$ cat src/rtl/chr_pkg.sv
package chr_pkg;

  typedef enum logic [3:0] {
    OP_NOP,
    OP_CLEAR,
    OP_HOME,
    OP_ENTRY,
    OP_APPEAR,
    OP_MOVE,
    OP_CONFIG,
    OP_PADDR,
    OP_DADDR
  } op_e;

  typedef struct packed {
    op_e        op;
    logic       inc;
    logic       sow;
    logic       dsp;
    logic       cur;
    logic       blk;
    logic       win;
    logic       dir;
    logic       wide;
    logic       rows2;
    logic [1:0] lum;
    logic [5:0] paddr;
    logic [6:0] daddr;
  } cmd_t;

endpackage

$ cat src/rtl/chr_cmd_decode.sv
module chr_cmd_decode
  import chr_pkg::*;
(
  input  logic [7:0] cmd_byte_i,
  output cmd_t       cmd_o
);

  always_comb begin
    cmd_o       = '0;
    cmd_o.op    = OP_NOP;
    casez (cmd_byte_i)
      8'b1???????: cmd_o.op = OP_DADDR;
      8'b01??????: cmd_o.op = OP_PADDR;
      8'b001?????: cmd_o.op = OP_CONFIG;
      8'b0001????: cmd_o.op = OP_MOVE;
      8'b00001???: cmd_o.op = OP_APPEAR;
      8'b000001??: cmd_o.op = OP_ENTRY;
      8'b0000001?: cmd_o.op = OP_HOME;
      8'b00000001: cmd_o.op = OP_CLEAR;
      default:     cmd_o.op = OP_NOP;
    endcase
    cmd_o.inc   = cmd_byte_i[1];
    cmd_o.sow   = cmd_byte_i[0];
    cmd_o.dsp   = cmd_byte_i[2];
    cmd_o.cur   = cmd_byte_i[1];
    cmd_o.blk   = cmd_byte_i[0];
    cmd_o.win   = cmd_byte_i[3];
    cmd_o.dir   = cmd_byte_i[2];
    cmd_o.wide  = cmd_byte_i[4];
    cmd_o.rows2 = cmd_byte_i[3];
    cmd_o.lum   = cmd_byte_i[1:0];
    cmd_o.paddr = cmd_byte_i[5:0];
    cmd_o.daddr = cmd_byte_i[6:0];
  end

endmodule

$ cat src/rtl/chr_addr_step.sv
module chr_addr_step #(
  parameter int AC_W          = 7,
  parameter int PAT_W         = 6,
  parameter int LINE_LEN      = 40,
  parameter int LINE2_BASE    = 64,
  parameter int ONE_LINE_SPAN = 80
) (
  input  logic [AC_W-1:0] ac_i,
  input  logic            pattern_i,
  input  logic            two_line_i,
  input  logic            up_i,
  output logic [AC_W-1:0] nxt_o
);

  localparam logic [AC_W-1:0] ROW0_LAST  = AC_W'(LINE_LEN - 1);
  localparam logic [AC_W-1:0] ROW1_FIRST = AC_W'(LINE2_BASE);
  localparam logic [AC_W-1:0] ROW1_LAST  = AC_W'(LINE2_BASE + LINE_LEN - 1);
  localparam logic [AC_W-1:0] ONE_LAST   = AC_W'(ONE_LINE_SPAN - 1);
  localparam logic [AC_W-1:0] ONE_STEP   = AC_W'(1);
  localparam logic [PAT_W-1:0] P_STEP    = PAT_W'(1);

  logic [PAT_W-1:0] p_low;
  logic [PAT_W-1:0] p_nxt;

  assign p_low = ac_i[PAT_W-1:0];
  assign p_nxt = up_i ? (p_low + P_STEP) : (p_low - P_STEP);

  always_comb begin
    if (pattern_i) begin
      nxt_o = {{(AC_W-PAT_W){1'b0}}, p_nxt};
    end else if (two_line_i) begin
      if (up_i) begin
        if (ac_i == ROW0_LAST)      nxt_o = ROW1_FIRST;
        else if (ac_i == ROW1_LAST) nxt_o = '0;
        else                        nxt_o = ac_i + ONE_STEP;
      end else begin
        if (ac_i == ROW1_FIRST)     nxt_o = ROW0_LAST;
        else if (ac_i == '0)        nxt_o = ROW1_LAST;
        else                        nxt_o = ac_i - ONE_STEP;
      end
    end else begin
      if (up_i) nxt_o = (ac_i == ONE_LAST) ? '0 : ac_i + ONE_STEP;
      else      nxt_o = (ac_i == '0) ? ONE_LAST : ac_i - ONE_STEP;
    end
  end

endmodule

$ cat src/rtl/chr_shift_ofs.sv
module chr_shift_ofs #(
  parameter int SPAN = 40
) (
  input  logic                    clk,
  input  logic                    rst_n,
  input  logic                    clr_i,
  input  logic                    left_i,
  input  logic                    right_i,
  output logic [$clog2(SPAN)-1:0] ofs_o
);

  localparam int OW = $clog2(SPAN);
  localparam logic [OW-1:0] TOP = OW'(SPAN - 1);

  logic [OW-1:0] ofs_q, ofs_d;
  logic          ofs_en;

  assign ofs_en = clr_i | left_i | right_i;

  always_comb begin
    ofs_d = ofs_q;
    if (clr_i)        ofs_d = '0;
    else if (left_i)  ofs_d = (ofs_q == TOP) ? '0 : ofs_q + OW'(1);
    else if (right_i) ofs_d = (ofs_q == '0) ? TOP : ofs_q - OW'(1);
  end

  always_ff @(posedge clk or negedge rst_n) begin
    if (!rst_n)      ofs_q <= '0;
    else if (ofs_en) ofs_q <= ofs_d;
  end

  assign ofs_o = ofs_q;

  assert_ofs_range_R12: assert property (@(posedge clk) disable iff (!rst_n)
    ofs_q <= TOP);

  assert_ofs_wrap_R12: assert property (@(posedge clk) disable iff (!rst_n)
    (left_i && !clr_i && ofs_q == TOP) |=> (ofs_q == '0));

endmodule

$ cat src/rtl/chr_fill_seq.sv
module chr_fill_seq #(
  parameter int DEPTH = 128
) (
  input  logic                     clk,
  input  logic                     rst_n,
  input  logic                     start_i,
  output logic                     busy_o,
  output logic [$clog2(DEPTH)-1:0] addr_o
);

  localparam int AW = $clog2(DEPTH);
  localparam logic [AW-1:0] LAST = AW'(DEPTH - 1);

  logic          busy_q, busy_d;
  logic [AW-1:0] cnt_q, cnt_d;
  logic          cnt_en;

  assign cnt_en = start_i | busy_q;

  always_comb begin
    busy_d = busy_q;
    cnt_d  = cnt_q;
    if (start_i) begin
      busy_d = 1'b1;
      cnt_d  = '0;
    end else if (busy_q) begin
      cnt_d = cnt_q + AW'(1);
      if (cnt_q == LAST) busy_d = 1'b0;
    end
  end

  always_ff @(posedge clk or negedge rst_n) begin
    if (!rst_n) begin
      busy_q <= 1'b0;
      cnt_q  <= '0;
    end else if (cnt_en) begin
      busy_q <= busy_d;
      cnt_q  <= cnt_d;
    end
  end

  assign busy_o = busy_q;
  assign addr_o = cnt_q;

  assert_fill_ascend_R8: assert property (@(posedge clk) disable iff (!rst_n)
    (busy_q && cnt_q != LAST) |=> (busy_q && cnt_q == $past(cnt_q) + AW'(1)));

  assert_fill_done_R8: assert property (@(posedge clk) disable iff (!rst_n)
    (busy_q && cnt_q == LAST) |=> !busy_q);

endmodule

$ cat src/rtl/chr_cmd_engine.sv
module chr_cmd_engine
  import chr_pkg::*;
#(
  parameter int          AC_W          = 7,
  parameter int          PAT_W         = 6,
  parameter int          DATA_W        = 8,
  parameter int          LINE_LEN      = 40,
  parameter int          LINE2_BASE    = 64,
  parameter int          ONE_LINE_SPAN = 80,
  parameter int          FILL_DEPTH    = 128,
  parameter logic [7:0]  FILL_CHAR     = 8'h20
) (
  input  logic                        clk,
  input  logic                        rst_n,
  input  logic                        cmd_valid,
  input  logic                        cmd_is_data,
  input  logic                        cmd_is_read,
  input  logic [DATA_W-1:0]           cmd_byte,
  output logic                        busy,
  output logic                        rd_valid,
  output logic [DATA_W-1:0]           rd_data,
  output logic                        dram_we,
  output logic                        dram_re,
  output logic [AC_W-1:0]             dram_addr,
  input  logic [DATA_W-1:0]           dram_rdata,
  output logic                        pram_we,
  output logic                        pram_re,
  output logic [PAT_W-1:0]            pram_addr,
  input  logic [DATA_W-1:0]           pram_rdata,
  output logic [DATA_W-1:0]           mem_wdata,
  output logic [AC_W-1:0]             cursor_addr,
  output logic                        cursor_in_pattern,
  output logic [$clog2(LINE_LEN)-1:0] shift_ofs,
  output logic                        incr_mode,
  output logic                        shift_on_write,
  output logic                        disp_on,
  output logic                        cursor_on,
  output logic                        blink_on,
  output logic                        bus_8bit,
  output logic                        two_line,
  output logic [1:0]                  bright
);

  localparam int FILL_AW = $clog2(FILL_DEPTH);
  localparam logic [AC_W-1:0] ROW0_LAST  = AC_W'(LINE_LEN - 1);
  localparam logic [AC_W-1:0] ROW1_FIRST = AC_W'(LINE2_BASE);
  localparam logic [AC_W-1:0] ROW1_LAST  = AC_W'(LINE2_BASE + LINE_LEN - 1);

  // reset: asserted asynchronously, released on a clock edge
  logic [1:0] rst_pipe_q;
  logic       rst_sn;

  always_ff @(posedge clk or negedge rst_n) begin
    if (!rst_n) rst_pipe_q <= 2'b00;
    else        rst_pipe_q <= {rst_pipe_q[0], 1'b1};
  end
  assign rst_sn = rst_pipe_q[1];

  // decode
  cmd_t dec;
  chr_cmd_decode u_dec (.cmd_byte_i(cmd_byte[7:0]), .cmd_o(dec));

  // clear fill sequencer
  logic               fill_busy;
  logic               fill_start;
  logic [FILL_AW-1:0] fill_addr;

  chr_fill_seq #(.DEPTH(FILL_DEPTH)) u_fill (
    .clk     (clk),
    .rst_n   (rst_sn),
    .start_i (fill_start),
    .busy_o  (fill_busy),
    .addr_o  (fill_addr)
  );

  // window offset
  logic ofs_clr, ofs_left, ofs_right;

  chr_shift_ofs #(.SPAN(LINE_LEN)) u_ofs (
    .clk     (clk),
    .rst_n   (rst_sn),
    .clr_i   (ofs_clr),
    .left_i  (ofs_left),
    .right_i (ofs_right),
    .ofs_o   (shift_ofs)
  );

  // architectural state
  logic [AC_W-1:0] ac_q, ac_d;
  logic            pat_q, pat_d;
  logic            inc_q, inc_d;
  logic            sow_q, sow_d;
  logic            dsp_q, dsp_d;
  logic            cur_q, cur_d;
  logic            blk_q, blk_d;
  logic            wide_q, wide_d;
  logic            rows2_q, rows2_d;
  logic [1:0]      lum_q, lum_d;

  // strobe stage and response stage
  logic              st_we_q, st_we_d;
  logic              st_re_q, st_re_d;
  logic              st_acrd_q, st_acrd_d;
  logic              st_pat_q, st_pat_d;
  logic [AC_W-1:0]   st_addr_q, st_addr_d;
  logic [DATA_W-1:0] st_wdata_q, st_wdata_d;
  logic              st_wdata_en;
  logic              rsp_valid_q, rsp_ac_q, rsp_pat_q;
  logic [AC_W-1:0]   rsp_val_q;

  // counter stepping
  logic            accept, is_instr, is_move;
  logic            step_up, step_pat;
  logic [AC_W-1:0] ac_step;

  assign accept   = cmd_valid & ~fill_busy;
  assign is_instr = accept & ~cmd_is_data & ~cmd_is_read;
  assign is_move  = is_instr & (dec.op == OP_MOVE);
  assign step_up  = is_move ? dec.dir : inc_q;
  assign step_pat = is_move ? 1'b0 : pat_q;

  chr_addr_step #(
    .AC_W(AC_W), .PAT_W(PAT_W), .LINE_LEN(LINE_LEN),
    .LINE2_BASE(LINE2_BASE), .ONE_LINE_SPAN(ONE_LINE_SPAN)
  ) u_step (
    .ac_i       (ac_q),
    .pattern_i  (step_pat),
    .two_line_i (rows2_q),
    .up_i       (step_up),
    .nxt_o      (ac_step)
  );

  // next-state
  always_comb begin
    ac_d = ac_q;   pat_d = pat_q;  inc_d = inc_q;  sow_d = sow_q;
    dsp_d = dsp_q; cur_d = cur_q;  blk_d = blk_q;
    wide_d = wide_q; rows2_d = rows2_q; lum_d = lum_q;
    ofs_clr = 1'b0; ofs_left = 1'b0; ofs_right = 1'b0;
    fill_start = 1'b0;
    st_we_d = 1'b0; st_re_d = 1'b0; st_acrd_d = 1'b0; st_pat_d = 1'b0;
    st_addr_d = '0; st_wdata_d = st_wdata_q;

    if (fill_busy) begin
      st_we_d    = 1'b1;
      st_addr_d  = AC_W'(fill_addr);
      st_wdata_d = DATA_W'(FILL_CHAR);
    end else if (accept) begin
      if (cmd_is_data) begin
        ac_d      = ac_step;
        st_pat_d  = pat_q;
        st_addr_d = ac_q;
        if (cmd_is_read) begin
          st_re_d = 1'b1;
        end else begin
          st_we_d    = 1'b1;
          st_wdata_d = cmd_byte;
          if (sow_q && !pat_q) begin
            ofs_left  = inc_q;
            ofs_right = ~inc_q;
          end
        end
      end else if (cmd_is_read) begin
        st_acrd_d = 1'b1;
        st_addr_d = ac_q;
      end else begin
        unique case (dec.op)
          OP_CLEAR: begin
            fill_start = 1'b1;
            ac_d = '0; pat_d = 1'b0; inc_d = 1'b1; ofs_clr = 1'b1;
          end
          OP_HOME: begin
            ac_d = '0; pat_d = 1'b0; ofs_clr = 1'b1;
          end
          OP_ENTRY: begin
            inc_d = dec.inc; sow_d = dec.sow;
          end
          OP_APPEAR: begin
            dsp_d = dec.dsp; cur_d = dec.cur; blk_d = dec.blk;
          end
          OP_MOVE: begin
            ac_d  = ac_step;
            pat_d = 1'b0;
            if (dec.win) begin
              ofs_right = dec.dir;
              ofs_left  = ~dec.dir;
            end
          end
          OP_CONFIG: begin
            wide_d = dec.wide; rows2_d = dec.rows2; lum_d = dec.lum;
          end
          OP_PADDR: begin
            ac_d = AC_W'(dec.paddr); pat_d = 1'b1;
          end
          OP_DADDR: begin
            ac_d = AC_W'(dec.daddr); pat_d = 1'b0;
          end
          default: ;
        endcase
      end
    end
  end

  assign st_wdata_en = st_we_d;

  // registers
  always_ff @(posedge clk or negedge rst_sn) begin
    if (!rst_sn) begin
      ac_q <= '0;  pat_q <= 1'b0; inc_q <= 1'b1; sow_q <= 1'b0;
      dsp_q <= 1'b0; cur_q <= 1'b0; blk_q <= 1'b0;
      wide_q <= 1'b1; rows2_q <= 1'b1; lum_q <= 2'b00;
    end else if (accept) begin
      ac_q <= ac_d;  pat_q <= pat_d; inc_q <= inc_d; sow_q <= sow_d;
      dsp_q <= dsp_d; cur_q <= cur_d; blk_q <= blk_d;
      wide_q <= wide_d; rows2_q <= rows2_d; lum_q <= lum_d;
    end
  end

  always_ff @(posedge clk or negedge rst_sn) begin
    if (!rst_sn) begin
      st_we_q <= 1'b0; st_re_q <= 1'b0; st_acrd_q <= 1'b0;
      st_pat_q <= 1'b0; st_addr_q <= '0;
      rsp_valid_q <= 1'b0; rsp_ac_q <= 1'b0; rsp_pat_q <= 1'b0;
      rsp_val_q <= '0;
    end else begin
      st_we_q     <= st_we_d;
      st_re_q     <= st_re_d;
      st_acrd_q   <= st_acrd_d;
      st_pat_q    <= st_pat_d;
      st_addr_q   <= st_addr_d;
      rsp_valid_q <= st_re_q | st_acrd_q;
      rsp_ac_q    <= st_acrd_q;
      rsp_pat_q   <= st_pat_q;
      rsp_val_q   <= st_addr_q;
    end
  end

  always_ff @(posedge clk or negedge rst_sn) begin
    if (!rst_sn)          st_wdata_q <= '0;
    else if (st_wdata_en) st_wdata_q <= st_wdata_d;
  end

  // outputs
  assign busy              = fill_busy;
  assign dram_we           = st_we_q & ~st_pat_q;
  assign dram_re           = st_re_q & ~st_pat_q;
  assign pram_we           = st_we_q & st_pat_q;
  assign pram_re           = st_re_q & st_pat_q;
  assign dram_addr         = st_addr_q;
  assign pram_addr         = st_addr_q[PAT_W-1:0];
  assign mem_wdata         = st_wdata_q;
  assign rd_valid          = rsp_valid_q;
  assign rd_data           = rsp_ac_q  ? DATA_W'(rsp_val_q) :
                             rsp_pat_q ? pram_rdata : dram_rdata;
  assign cursor_addr       = ac_q;
  assign cursor_in_pattern = pat_q;
  assign incr_mode         = inc_q;
  assign shift_on_write    = sow_q;
  assign disp_on           = dsp_q;
  assign cursor_on         = cur_q;
  assign blink_on          = blk_q;
  assign bus_8bit          = wide_q;
  assign two_line          = rows2_q;
  assign bright            = lum_q;

  // assertions
  logic ac_in_rows;
  assign ac_in_rows = (ac_q <= ROW0_LAST) || (ac_q >= ROW1_FIRST && ac_q <= ROW1_LAST);

  assert_busy_hold_R8: assert property (@(posedge clk) disable iff (!rst_sn)
    fill_busy |=> ($stable(ac_q) && $stable(cursor_on) && $stable(blink_on)));

  assert_one_strobe_R5: assert property (@(posedge clk) disable iff (!rst_sn)
    $onehot0({dram_we, dram_re, pram_we, pram_re}));

  assert_read_reply_R11: assert property (@(posedge clk) disable iff (!rst_sn)
    (dram_re || pram_re) |=> rd_valid);

  assert_row_range_R3: assert property (@(posedge clk) disable iff (!rst_sn)
    (accept && cmd_is_data && rows2_q && !pat_q && ac_in_rows) |=> ac_in_rows);

  assert_fill_strobe_R8: assert property (@(posedge clk) disable iff (!rst_sn)
    fill_busy |=> (dram_we && mem_wdata == DATA_W'(FILL_CHAR)));

endmodule

$ cat config.mk
export PLATFORM = sky130hd
export DESIGN_NAME = chr_cmd_engine
export DESIGN_NICKNAME = d
export VERILOG_FILES = /design/src/rtl/chr_pkg.sv /design/src/rtl/chr_cmd_decode.sv /design/src/rtl/chr_addr_step.sv /design/src/rtl/chr_shift_ofs.sv /design/src/rtl/chr_fill_seq.sv /design/src/rtl/chr_cmd_engine.sv
export SDC_FILE = /design/constraint.sdc
export NUM_CORES = 1
export LEC_CHECK = 0
export ABC_CLOCK_PERIOD_IN_PS = 3600
export BUFFER_PORTS_ARGS = -buffer_cell sky130_fd_sc_hd__buf_2
export CORE_MARGIN = 2
export CORE_UTILIZATION = 50
export CTS_CLUSTER_SIZE = 40
export DETAILED_ROUTE_END_ITERATION = 10
export PLACE_DENSITY = 0.75
export SETUP_SLACK_MARGIN = 0.2
export SLEW_MARGIN = 20
export SYNTH_ARGS = -nofsm -noshare
export SYNTH_HDL_FRONTEND = slang
export SYNTH_SLANG_ARGS = --single-unit
$ cat constraint.sdc
create_clock -name clk -period 3.6 [get_ports clk]
set_input_delay 0.54 -clock clk [delete_from_list [all_inputs] [get_ports clk]]
set_output_delay 0.54 -clock clk [all_outputs]
set_load 0.02 [all_outputs]
==> impl_summary.log <==
[metrics] half-perimeter wire length after detailed placement: 6804 um
[metrics] H-tree depth: 3
[metrics] Net count, final: 533
[metrics] Die Area: 0.008386 mm^2
[metrics] final worst-path cycle share: 83.13%
[metrics] grt ovf: 0
[metrics] class of the most critical hold timing path: flop to flop
[metrics] worst slew margin relative to its limit: 39.55%
[metrics] highest achievable clock rate: 334.1 MHz
[metrics] commonest cells after routing, fill and taps aside: 86 x buf_2, 58 x dfrtp_1, 44 x nor2_1
[metrics] internal power summed over all cells: 0.001523 W
[metrics] DRC: 0
[metrics] clock latency on the worst-skew pair: 350 ps
[metrics] Req. time, crit path: 3820 ps
[metrics] post-synthesis instance area: 0.003835 mm^2
[metrics] Leakage Power: 2.145 nW
[metrics] # port buffers: 86
[metrics] count of max-cap constraint violations: 0
[metrics] number of failing setup endpoints in the final timing report: 0
[metrics] share of final-layout standard cells stronger than drive strength 1: 25.10%
[metrics] sequential element share of the synthesized area: 40.55%
[metrics] clock buffer count from CTS: 9
[metrics] Final min period: 2993 ps
[metrics] number of standard cells in the final layout excluding fillers: 597
[metrics] total negative setup slack: 0 ps
[metrics] pwr dens: 570.0 mW/mm^2
[metrics] CTS tree: done
[metrics] buffer and inverter count on the worst path: 2
[metrics] DIE WIDTH: 91.58 um
[metrics] via total after detailed routing: 3427
[metrics] router iterations before antenna repair: 5
[metrics] synthesized netlist net count: 458
[metrics] Comb power frac: 35.5%
[metrics] weighted congestion at the end of routability-driven global placement: 0.8849
[metrics] count of flip-flops with a built-in enable after synthesis: 0
[metrics] core area: 0.007331 mm^2
[metrics] Critical Setup Path Class: primary input to flop
[metrics] endpoint arrival time on the critical path: 3220 ps
[metrics] number of instances resized during post-cts repair: 0
[metrics] area overhead of the layout relative to synthesis: 17.16%
[metrics] outcome: complete, no violations
[metrics] sequential share of power: 40.3%
[metrics] top cell family by delay on the critical path: compound AO/OA/AOI/OAI gates
[metrics] worst setup skew after layout: 7.802 ps
[metrics] routed length per instance: 15.99 um
[metrics] effective utilization at floorplan: 52.31%
[metrics] async set-reset flop share out of synthesis: 100.0%
[metrics] CP max stage delay: 430 ps
[metrics] mean number of vias per cell: 5.740
[metrics] most frequently used flop master after synthesis: dfrtp_1
[metrics] worst slew pin tran: 900.7 ps
[metrics] total of flip-flops plus latches after synthesis: 62
[metrics] startpoint kind of the worst setup timing path: primary input
[metrics] number of sinks on the clock net: 62
[metrics] clock slew at reported path FFs: 70 ps
[metrics] Detailed Route WL: 9544 um
[metrics] worst hold margin: 351.3 ps
[metrics] synth warn: 0
[metrics] Overall Global Routing Usage: 23.48%
[metrics] list of cells traversed by the critical path: buf_2 -> nor4b_4 -> nand2_1 -> mux2_2 -> inv_2 -> ha_1 -> a211oi_1 -> o21bai_1 -> a21oi_1 -> xnor2_1 -> o2111ai_1 -> o211ai_1
[metrics] via count of the first global-routing pass: 3242
[metrics] pin count of the biggest net entering global routing: 41
[metrics] post-route worst setup slack: 607.2 ps
[metrics] relative contribution of the clock network to total power: 24.2%
[metrics] number of different library cells in the post-synthesis netlist: 72
[metrics] number of nets still failing antenna checks after routing: 0
[metrics] placed insts: 580
[metrics] number of rows created at floorplan: 31
[metrics] Setup Slack @ Placement: 317.7 ps
[metrics] post-synthesis area per instance: 9.174 um^2
[metrics] number of DRC markers in iteration 0: 259
[metrics] Clock Tree Buf Depth: 2
[metrics] antenna violations before repair: 0
[metrics] Critical Path Sink Type: flop
[metrics] number of instances in the synthesized netlist: 418
[metrics] Critical Path Slowest Stage Cell: nor4b_4
[metrics] wire length of the first global-routing pass: 15700 um
[metrics] NetSw: 0.001038 W
[metrics] diode insertion count for antenna repair: 0
[metrics] final hold vios: 0
[metrics] fraction of power spent switching nets: 40.52%
[metrics] leading cell type in the layout, fill and taps excluded: buf_2
[metrics] Root Driver: clkbuf_8
[metrics] max-slew violation count: 0
[metrics] DIE HEIGHT: 91.58 um
[metrics] boundary pin count: 87
[metrics] RSZ-0062 raised after global routing: no
[metrics] maximum fanout along the worst path: 17
[metrics] worst vdd ir: 0.0003368 V
per-layer routing:
metal,vias up,track usage [%],share of wire [%]
li1,1651,-,-
met1,1615,31.59,45
met2,144,36.58,46
met3,17,5.394,7.0
met4,0,9.470,2.0
met5,-,0,0
power groups by stage:
| stage | logic (W) | clock network [W] | registers, W |
|---|---|---|---|
| after global routing | 0.000997 | 0.000664 | 0.00106 |
| final | 0.000910 | 0.000620 | 0.00103 |
| after CTS | 0.000906 | 0.000632 | 0.00103 |
| after detailed placement | 0.000900 | 0 | 0.00104 |
| after floorplan | 0.000632 | 0 | 0.00104 |
| after global placement | 0.000868 | 0 | 0.00103 |
area by class of cell:
class / count / area [um^2]
Sequential cell: 62 / 1556
Inverter: 12 / 45.04
Clock buffer: 9 / 123.9
Multi-Input combinational cell: 317 / 2100
Timing Repair Buffer: 91 / 470.5
Tap cell: 99 / 123.9
Clock inverter: 7 / 73.82
Fill cell: 626 / 2838
synthesized netlist by cell type (6+ instances only):
master | number | area share [%]
nand4_1 | 9 | 1.5
o211ai_1 | 6 | 1.2
nand2_1 | 38 | 3.7
inv_1 | 11 | 1.1
nor2_1 | 44 | 4.3
nand2b_1 | 8 | 1.3
o21ai_1 | 10 | 1.3
a21oi_1 | 18 | 2.3
dfrtp_1 | 59 | 38
a22o_1 | 7 | 1.6
xnor2_1 | 9 | 2.1
nand3_1 | 11 | 1.4
nor3_1 | 8 | 1.0
and3_1 | 6 | 0.98
clkbuf_1 | 17 | 1.7
a31oi_1 | 7 | 1.1
mux2i_1 | 19 | 5.0
buf_4 | 6 | 1.2
ha_1 | 10 | 3.3
o21ai_0 | 23 | 3.0
sequential cells by signal, summed over array words and instances, names as in the netlist, 2 cells and up:
register and cells:
u_ofs.ofs_o 6, dram_addr 7, u_fill.addr_o 7, rst_pipe_q 2, bright 2, rsp_val_q 7
mem_wdata 8, cursor_addr 7
through the flow:
stage	utilization (%)	power, W	area (um^2)
after global placement	58.46	0.001902	4285
after floorplan	-	0.001672	3835
after global routing	61.29	0.002719	4493
final	61.29	0.002561	4493
after CTS	61.29	0.002567	4493
after detailed placement	58.46	0.001944	4285
cells by family after synthesis:
logic type,synth area share [%]
other,0.09779
xor gates and xnor gates,3.197
DFF,40.55
and+or+nand+nor,22.25
buffers and inverters,4.698
adders and majority gates,3.785
muxes,7.308
AOI/OAI and AO/OA,18.11
what timing repair did:
action,in CTS,in global routing
hold buffers,1,0
hold endpoints to repair,2,0
setup buffers,0,0
path summary, 6_finish.rpt:
check / depth (start not counted) / to / start / slack [ps]
worst min-delay path: 0 / rst_pipe_q[1] / rst_pipe_q[0] / 350
worst min register to register: 0 / rst_pipe_q[1] / rst_pipe_q[0] / 350
worst max-delay path: 12 / cursor_addr[5] / cmd_is_data / 610
worst max register to register: 11 / cursor_addr[5] / u_fill.busy_o / 650
max in group asynchronous: 1 / two_line / rst_pipe_q[1] / 2370
min in group asynchronous: 0 / rsp_val_q[0] / rst_pipe_q[1] / 380
(Power assumes the default switching activity.)
